## src/rtl/host_mailbox_pkg.sv

```systemverilog
package host_mailbox_pkg;

  localparam int OVW_BIT  = 7;
  localparam int SRST_BIT = 6;

  typedef struct packed {
    logic loadDirect;
    logic loadPend;
    logic capturePend;
    logic clearAll;
    logic readEn;
    logic ovwBit;
  } mbox_strobe_t;

endpackage

```

## src/rtl/host_mailbox_ctrl.sv

```systemverilog
module host_mailbox_ctrl
  import host_mailbox_pkg::*;
#(
  parameter int NUM_REGS   = 4,
  parameter int ADDR_W     = 3,
  parameter int RST_CYCLES = 5
) (
  input  logic                clk,
  input  logic                rstN,
  input  logic [1:0]          hostMode,
  input  logic                hostAle,
  input  logic                hostWr,
  input  logic [ADDR_W-1:0]   hostAddr,
  input  logic [ADDR_W-1:0]   hostDataAddr,
  input  logic                hostOvwBit,
  input  logic                hostSrstBit,
  input  logic                procSleep,
  input  logic                procRd,
  input  logic [ADDR_W-1:0]   procAddr,
  input  logic [NUM_REGS-1:0] validQ,
  output mbox_strobe_t        strb,
  output logic [ADDR_W-1:0]   wrAddr,
  output logic [ADDR_W-1:0]   pendAddr,
  output logic [ADDR_W-1:0]   readAddr,
  output logic                hostAck,
  output logic                coreReset
);

  localparam int CNT_W = $clog2(RST_CYCLES + 1);

  logic [ADDR_W-1:0]   latAddr;
  logic [ADDR_W-1:0]   pendAddrQ;
  logic [ADDR_W-1:0]   effAddr;
  logic [CNT_W-1:0]    cntQ;
  logic                ovwQ, pendQ, ackQ;
  logic                inRst, readLive, hostGo;
  logic                isStatus, isData;
  logic                freeSel, pendFree, pendSlotValid;
  logic                accDirect, accPend, stWr, commit;
  logic [NUM_REGS-1:0] freeVec;

  assign effAddr  = hostMode[0] ? latAddr : hostAddr;
  assign inRst    = (cntQ != '0);
  assign readLive = procRd && !procSleep;

  always_comb begin
    freeSel       = 1'b0;
    pendFree      = 1'b0;
    pendSlotValid = 1'b0;
    for (int i = 0; i < NUM_REGS; i++) begin
      freeVec[i] = !validQ[i] || (readLive && procAddr == ADDR_W'(i));
      if (effAddr == ADDR_W'(i)) freeSel = freeVec[i];
      if (pendAddrQ == ADDR_W'(i)) begin
        pendFree      = freeVec[i];
        pendSlotValid = validQ[i];
      end
    end
  end

  assign isStatus  = (effAddr == ADDR_W'(NUM_REGS));
  assign isData    = (effAddr < ADDR_W'(NUM_REGS));
  assign hostGo    = hostWr && !pendQ && !inRst;
  assign commit    = pendQ && !inRst && pendFree;
  assign accDirect = hostGo && isData && (ovwQ || freeSel);
  assign accPend   = hostGo && isData && !ovwQ && !freeSel;
  assign stWr      = hostGo && isStatus;

  always_ff @(posedge clk or negedge rstN) begin
    if (!rstN) begin
      latAddr   <= '0;
      pendAddrQ <= '0;
      cntQ      <= '0;
      ovwQ      <= 1'b0;
      pendQ     <= 1'b0;
      ackQ      <= 1'b0;
    end else begin
      ackQ <= accDirect || stWr || commit;
      if (hostMode[0] && hostAle) latAddr <= hostDataAddr;
      if (inRst) begin
        cntQ  <= cntQ - CNT_W'(1);
        ovwQ  <= 1'b0;
        pendQ <= 1'b0;
      end else begin
        if (stWr) begin
          ovwQ <= hostOvwBit;
          if (hostSrstBit) cntQ <= CNT_W'(RST_CYCLES);
        end
        if (accPend) begin
          pendQ     <= 1'b1;
          pendAddrQ <= effAddr;
        end else if (commit) begin
          pendQ <= 1'b0;
        end
      end
    end
  end

  always_comb begin
    strb.loadDirect  = accDirect;
    strb.loadPend    = commit;
    strb.capturePend = accPend;
    strb.clearAll    = inRst;
    strb.readEn      = readLive;
    strb.ovwBit      = ovwQ;
  end

  assign wrAddr    = effAddr;
  assign pendAddr  = pendAddrQ;
  assign readAddr  = procAddr;
  assign hostAck   = ackQ ^ hostMode[1];
  assign coreReset = inRst;

  // a parked write keeps the acknowledge withheld
  assert_no_ack_pending_R6: assert property (@(posedge clk) disable iff (!rstN)
    pendQ |-> !ackQ);

  // only the status write that starts the pulse may be acknowledged
  assert_no_ack_in_reset_R8: assert property (@(posedge clk) disable iff (!rstN)
    (inRst && cntQ != CNT_W'(RST_CYCLES)) |-> !ackQ);

  // a pending write always waits on an occupied register
  assert_pending_occupied_R4: assert property (@(posedge clk) disable iff (!rstN)
    pendQ |-> pendSlotValid);

endmodule

```

## src/rtl/host_mailbox_dp.sv

```systemverilog
module host_mailbox_dp
  import host_mailbox_pkg::*;
#(
  parameter int NUM_REGS = 4,
  parameter int DATA_W   = 8,
  parameter int ADDR_W   = 3
) (
  input  logic                clk,
  input  logic                rstN,
  input  mbox_strobe_t        strb,
  input  logic [ADDR_W-1:0]   wrAddr,
  input  logic [ADDR_W-1:0]   pendAddr,
  input  logic [ADDR_W-1:0]   readAddr,
  input  logic [DATA_W-1:0]   hostData,
  input  logic                procSleep,
  output logic [NUM_REGS-1:0] validQ,
  output logic [DATA_W-1:0]   procRdData,
  output logic [NUM_REGS-1:0] procIrq
);

  logic [DATA_W-1:0]   dataQ [NUM_REGS];
  logic [DATA_W-1:0]   pendData;
  logic [DATA_W-1:0]   statusWord;
  logic [DATA_W-1:0]   rdNext;
  logic [NUM_REGS-1:0] wrMask, pendMask, rdMask;

  always_comb begin
    statusWord                = '0;
    statusWord[OVW_BIT]       = strb.ovwBit;
    statusWord[NUM_REGS-1:0]  = validQ;
    rdNext = (readAddr == ADDR_W'(NUM_REGS)) ? statusWord : '0;
    for (int i = 0; i < NUM_REGS; i++) begin
      wrMask[i]   = (wrAddr == ADDR_W'(i));
      pendMask[i] = (pendAddr == ADDR_W'(i));
      rdMask[i]   = (readAddr == ADDR_W'(i));
      if (rdMask[i]) rdNext = dataQ[i];
    end
  end

  always_ff @(posedge clk or negedge rstN) begin
    if (!rstN) begin
      pendData   <= '0;
      procRdData <= '0;
      validQ     <= '0;
      for (int i = 0; i < NUM_REGS; i++) dataQ[i] <= '0;
    end else begin
      if (strb.capturePend) pendData <= hostData;
      if (strb.readEn) procRdData <= rdNext;
      for (int i = 0; i < NUM_REGS; i++) begin
        if (strb.clearAll) begin
          dataQ[i]  <= '0;
          validQ[i] <= 1'b0;
        end else if (strb.loadDirect && wrMask[i]) begin
          dataQ[i]  <= hostData;
          validQ[i] <= 1'b1;
        end else if (strb.loadPend && pendMask[i]) begin
          dataQ[i]  <= pendData;
          validQ[i] <= 1'b1;
        end else if (strb.readEn && rdMask[i]) begin
          validQ[i] <= 1'b0;
        end
      end
    end
  end

  assign procIrq = procSleep ? '0 : validQ;

  // the reset pulse leaves no register marked unread
  assert_cleared_after_reset_R8: assert property (@(posedge clk) disable iff (!rstN)
    $past(strb.clearAll) |-> (validQ == '0));

  // a committed pending value stays unread
  assert_commit_marks_unread_R4: assert property (@(posedge clk) disable iff (!rstN)
    $past(strb.loadPend && !strb.clearAll) |-> ((validQ & $past(pendMask)) == $past(pendMask)));

endmodule

```

## src/rtl/host_mailbox.sv

```systemverilog
module host_mailbox
  import host_mailbox_pkg::*;
#(
  parameter int NUM_REGS   = 4,
  parameter int DATA_W     = 8,
  parameter int RST_CYCLES = 5,
  localparam int ADDR_W    = $clog2(NUM_REGS + 1)
) (
  input  logic                clk,
  input  logic                rstN,
  input  logic [1:0]          hostMode,
  input  logic                hostAle,
  input  logic                hostWr,
  input  logic [ADDR_W-1:0]   hostAddr,
  input  logic [DATA_W-1:0]   hostData,
  output logic                hostAck,
  input  logic                procSleep,
  input  logic                procRd,
  input  logic [ADDR_W-1:0]   procAddr,
  output logic [DATA_W-1:0]   procRdData,
  output logic [NUM_REGS-1:0] procIrq,
  output logic                coreReset
);

  mbox_strobe_t        strb;
  logic [ADDR_W-1:0]   wrAddr, pendAddr, readAddr;
  logic [NUM_REGS-1:0] validQ;

  host_mailbox_ctrl #(.NUM_REGS(NUM_REGS), .ADDR_W(ADDR_W), .RST_CYCLES(RST_CYCLES)) u_ctrl (
    .clk(clk), .rstN(rstN), .hostMode(hostMode), .hostAle(hostAle), .hostWr(hostWr),
    .hostAddr(hostAddr), .hostDataAddr(hostData[ADDR_W-1:0]),
    .hostOvwBit(hostData[OVW_BIT]), .hostSrstBit(hostData[SRST_BIT]),
    .procSleep(procSleep), .procRd(procRd), .procAddr(procAddr), .validQ(validQ),
    .strb(strb), .wrAddr(wrAddr), .pendAddr(pendAddr), .readAddr(readAddr),
    .hostAck(hostAck), .coreReset(coreReset)
  );

  host_mailbox_dp #(.NUM_REGS(NUM_REGS), .DATA_W(DATA_W), .ADDR_W(ADDR_W)) u_dp (
    .clk(clk), .rstN(rstN), .strb(strb), .wrAddr(wrAddr), .pendAddr(pendAddr),
    .readAddr(readAddr), .hostData(hostData), .procSleep(procSleep),
    .validQ(validQ), .procRdData(procRdData), .procIrq(procIrq)
  );

endmodule

```

## config.mk

```make
export PLATFORM = sky130hd
export DESIGN_NAME = host_mailbox
export DESIGN_NICKNAME = d
export VERILOG_FILES = /design/src/rtl/host_mailbox_pkg.sv /design/src/rtl/host_mailbox_ctrl.sv /design/src/rtl/host_mailbox_dp.sv /design/src/rtl/host_mailbox.sv
export SDC_FILE = /design/constraint.sdc
export NUM_CORES = 1
export LEC_CHECK = 0
export ABC_CLOCK_PERIOD_IN_PS = 3650
export BUFFER_PORTS_ARGS = -buffer_cell sky130_fd_sc_hd__clkbuf_2
export CORE_MARGIN = 1
export CORE_UTILIZATION = 26
export DETAILED_ROUTE_END_ITERATION = 16
export SLEW_MARGIN = 20
export SYNTH_ARGS = -nofsm -noshare
export SYNTH_HDL_FRONTEND = slang
export SYNTH_HIERARCHICAL = 1
export SYNTH_SLANG_ARGS = --single-unit
```

## constraint.sdc

```tcl
create_clock -name clk -period 3.65 [get_ports clk]
set_input_delay 0.365 -clock clk [delete_from_list [all_inputs] [get_ports clk]]
set_output_delay 0.365 -clock clk [all_outputs]
set_load 0.005 [all_outputs]
```

# Word level (Yosys, flattened, before mapping)
# Cells that the tools add are included.
# totals
in_bits	22
ff_bits	64
out_inout_bits	14
# classes
addsub	1
magnitude_cmp	1
mux	51
eq_ne	11
n_reduce_logical	56
n_bitwise	2
# ops
cell	n
8-bit two-way mux	17
1-bit two-way mux	29
1-bit logical AND	23
3-bit by 2-bit == test with 1-bit output, second input constant	6
3-bit nonzero test	6
4-bit nonzero test	4
3-bit two-way mux	4
3-bit by 1-bit == test with 1-bit output, second input constant	3
1-bit zero test	9
3-bit zero test	3
1-bit logical OR	7
3-bit == test, second input constant	2
4-bit two-way mux	1
2-bit AND reduction	2
2-bit nonzero test	2
3-bit less-than comparator, second input constant	1
3-bit by 1-bit subtractor with 3-bit output, second input constant	1
1-bit NOT	1
1-bit XOR	1

# Depth between registers and ports, before layout
# logic_depth
ltp_word	13
ltp_mapped	12
ltp_nobuf	9

# Cells and area by module
# The synthesis kept the hierarchy.
# by_module_without_submodules
mod	area_each_um2	instances	cells_per_inst
host_mailbox_dp	2740.1	1	301
host_mailbox_ctrl	815.8	1	83

# Worst setup path before layout
# Ideal clock, no wire load.
# synth_path
kind	input -> register
startpoint	in procSleep
endpoint	reg u_dp/dataQ[29] in the netlist's numbering
setup_ns	0.099
t_required_ns	3.551
path_stages	10
path_slack_ns	1.257
arrival_time_ns	2.294
path_cell_list	or4b_4 -> o211ai_1 -> a211oi_2 -> a211oi_2 -> buf_4 -> nor3b_2 -> nand2b_1 -> buf_2 -> buf_2 -> a311oi_1
# synth_between
elab_chain_len	13
word_cells_on_any_way	26
classes_between	mux: 10; reduce/logical: 16
# synth_lines
element	line	rtl
from (decl)	host_mailbox.sv:17	input logic procSleep,
1-bit zero test (*)	host_mailbox_ctrl.sv:44	assign readLive = procRd && !procSleep;
1-bit logical AND (*)	host_mailbox_ctrl.sv:44	
1-bit logical AND	host_mailbox_ctrl.sv:51	freeVec[i] = !validQ[i] || (readLive && procAddr == ADDR_W'(i));
1-bit logical OR	host_mailbox_ctrl.sv:51	
1-bit two-way mux (3 in a row)	host_mailbox_ctrl.sv:52	if (effAddr == ADDR_W'(i)) freeSel = freeVec[i];
1-bit two-way mux (*)	host_mailbox_ctrl.sv:52	
1-bit logical OR (*)	host_mailbox_ctrl.sv:64	assign accDirect = hostGo && isData && (ovwQ || freeSel);
1-bit logical AND (*)	host_mailbox_ctrl.sv:64	
via u_ctrl.accDirect	host_mailbox_ctrl.sv:39	logic accDirect, accPend, stWr, commit;
1-bit logical AND (*)	host_mailbox_dp.sv:53	end else if (strb.loadDirect && wrMask[i]) begin
8-bit two-way mux	host_mailbox_dp.sv:53	
8-bit two-way mux	host_mailbox_dp.sv:50	if (strb.clearAll) begin
to (signal, indexed assignment)	host_mailbox_dp.sv:54	dataQ[i] <= hostData;
to (signal, indexed assignment)	host_mailbox_dp.sv:57	dataQ[i] <= pendData;
to (decl)	host_mailbox_dp.sv:21	logic [DATA_W-1:0] dataQ [NUM_REGS];
# Mark *: on every way through the listed nets, which the timed path passes. The rest lies on a longest branch.
# A chain may end at the register's enable or synchronous reset.

==> flow_summary.toml <==
[worst_setup_path]
r2r_start = "u_ctrl/latAddr[0]"
cpMaxStageDelayCell = "nand4bb_1"
endpoint = "u_dp/dataQ[14]"
reg2regPathDepth = 7
worstReg2RegEnd = "u_dp/dataQ[14]"
path_class = "flip-flop to flip-flop"
critPathMaxFanout = 17
worstPathCellList = "mux2i_1 -> clkinv_2 -> o211ai_1 -> a211oi_2 -> a211oi_2 -> nand4bb_1 -> a311oi_1"
critical_path_arrival_ns = 3.15
cpMostUsedCell = "a211oi_2"
worst-r2r-setup-slack_ns = 0.72
cp.required_ns = 3.87
cp-start-kind = "flip-flop"
cp-startpoint = "u_ctrl/latAddr[0]"
end_kind = "flip-flop"
slowest_delay_ns = 0.70

[logic_synthesis]
synth_compound_area_frac = 0.160
synthesis.area_sq_um = 3560
synth_fp_nets = 406
synth-simple-area-share = 0.229
netlist_instances = 384
synth_top_family_by_area = "simple AND/OR/NAND/NOR gates"
synth_xor_area_frac = 0.00739
synth_seq_cells = 64
ys.flop_type = "dfrtp_1"
post-synth-top-area-fraction = 0.450
yosysTopAreaCell = "dfrtp_1"
yosys_warnings = 6
synthMuxAreaShare = 0.0866
synth_cell_type_count = 46
synth_edf_count = 0
yosys-top-cells-area = "dfrtp_1, nand2_1, a311oi_1"
avgSynthCellArea_sq_um = 9.26
ys_seq_area_frac = 0.450
ys_async_sr_fraction = 1.00
synthAdderAreaFrac = 0

[power_and_ir_drop]
power_density_nw_per_um2 = 628
p_seq_frac = 0.423
swShare = 0.316
leakage_uw = 0.00179
p_comb_frac = 0.215
p_clk_frac = 0.362
p_int_uw = 1780
power_switching_uw = 825
peakVddDrop_mv = 0.267

[timing]
rsz0062_at_grt = "no"
tightestPinTransition_ns = 0.993
setup_ws_ns = 0.719
hold_violations = 0
setup_tns_ns = 0
post-route-period-util = 0.803
fin_skew_ns = 0.00792
setup_viol = 0
min_period_ns = 2.93
max_freq_mhz = 341
relSlewSlack = 0.338
drv_slew = 0

[routing]
post_drt_via_cell_ratio = 5.21
dr_total_vias = 3048
drtIter0Drc = 268
routed.top_layer = "met4"
dr.pass1.iters = 4
ant_nets = 0
routed-wl-met2_mm = 4.62
drc_errors = 0
met3WireLength_um = 694
m1WireLength_mm = 4.38
wl_per_cell_um = 16.8
drt_wl_total_mm = 9.84

[status]
status = "finished clean"

[cells_and_area]
fin_cells = 585
drive_above_1_share = 0.208
final_cell_mix = "nand2_1, dfrtp_1, nor2_1, clkbuf_2, a311oi_1"
final_common_cell = "nand2_1"
fillers = 1364
area_delta_synth_final_pct = 16.9
nNetsFinal = 426
diodes = 0

[floorplanning]
fp-row-count = 42
core_area_sq_um = 13300
die_width_um = 119
initial_utilization = 0.267
die_height_um = 119
io_pins = 36
dieArea_sq_um = 14100

[clock_tree]
insertion_delay_ns = 0.33
clock_path_buffers = 2
cts_resized = 0
path_clk_slew_ns = 0.05
cts_inserted_buffers = 9
post_cts_buffers = 0
hold_buffers = 0
cts_sinks = 64
h-tree-depth = 3
cts_tree = "done"
clockRootBuffer = "clkbuf_16"

[grt]
grt_pass1_vias = 2963
track_usage = 0.144
grt_overflow_total = 0
grt_first_pass_wirelength_mm = 15.9
antenna_found_initial = 0
grt_max_degree = 43

[placed_design]
dp_hpwl_mm = 6.83
portBuffers = 35
pre_cts_ws_ns = 0.507
gp_congestion = 0.802
dp_cells = 569

[flow_run]
drv_cap = 0

[hold_path]
min-delay-path-class = "input pin to asynchronous set/reset pin"
## cell usage after synthesis (3+ instances only)
master,n
nor2_1,37
clkbuf_1,9
a31oi_1,6
a311oi_1,32
a21oi_1,13
nand4b_1,4
buf_4,11
nand3b_1,5
mux2i_1,8
mux2_2,15
o211ai_1,4
o21ai_0,7
nor2b_1,12
nand2b_1,9
dfrtp_1,64
inv_1,13
buf_2,11
nand4bb_1,3
nor3_1,4
nand2_1,79
## critical path, delay by kind of cell, from the launching register on
| kind | cells | cell delay, ns |
|---|---|---|
| compound gates | 4 | 1.09 |
| flops | 1 | 0.38 |
| simple gates | 1 | 0.70 |
| buf+inv | 1 | 0.22 |
| mux | 1 | 0.44 |
## power by group through the flow
stage / clock network (uW) / logic [uW] / registers (uW)
2_1_floorplan: 0 / 430 / 1030
3_3_place_gp: 0 / 541 / 1100
3_5_place_dp: 0 / 554 / 1110
4_1_cts: 958 / 559 / 1100
5_1_grt: 991 / 616 / 1130
6_report: 945 / 560 / 1100
## through the flow
step,hold WS (ns),utilization,total power (uW),instance area (sq um)
after detailed placement,0.475,0.288,1660,3820
after global routing,0.262,0.313,2740,4160
after global placement,0.467,0.288,1640,3820
after CTS,0.267,0.313,2610,4160
after floorplan,0.0694,-,1460,3560
final,0.204,0.313,2610,4160
## worst min-delay path by stage
| stage | start | endpoint | slack [ns] |
|---|---|---|---|
| finish | rstN | u_ctrl/cntQ[1] | 0.20 |
| global placement | u_ctrl/cntQ[2] | u_ctrl/cntQ[1] | 0.47 |
| global route | rstN | u_ctrl/cntQ[1] | 0.26 |
| CTS | rstN | u_ctrl/latAddr[2] | 0.27 |
| floorplan | rstN | u_ctrl/ackQ | 0.07 |
| detailed placement | u_dp/dataQ[9] | u_dp/procRdData[1] | 0.47 |
## layout make-up
cell class | count | area [sq um] | share of cell area
timing repair buffer | 42 | 228 | 0.0548
sequential | 64 | 1600 | 0.385
tap | 176 | 220 | 0.0530
inverter | 14 | 53.8 | 0.0129
clock inverter | 5 | 78.8 | 0.0190
multi-input combinational | 273 | 1720 | 0.414
clock buffer | 11 | 253 | 0.0608
## layer usage
layer  track usage  up-vias
li1              -     1397
met2         0.224      126
met1         0.195     1511
met4        0.0491        0
met3        0.0359       14
met5             0        -
## logic make-up (layout without fill, tap and decap cells)
group | Yosys count | count (layout)
and+or+nand+nor | 167 | 167
buffers and inverters | 47 | 72
xor gates and xnor gates | 3 | 3
DFF | 64 | 64
muxes | 26 | 26
AOI/OAI and AO/OA | 77 | 77
## registers in the layout (all words and copies together) (netlist names)
name	count
u_dp/dataQ	32
u_dp/pendData	8
u_dp/procRdData	8
u_dp/validQ	4
u_ctrl/cntQ	3
u_ctrl/latAddr	3
u_ctrl/pendAddr	3
u_ctrl/ackQ	1
u_ctrl/ovwQ	1
u_ctrl/pendQ	1
Power figures use the tool's default switching activity.
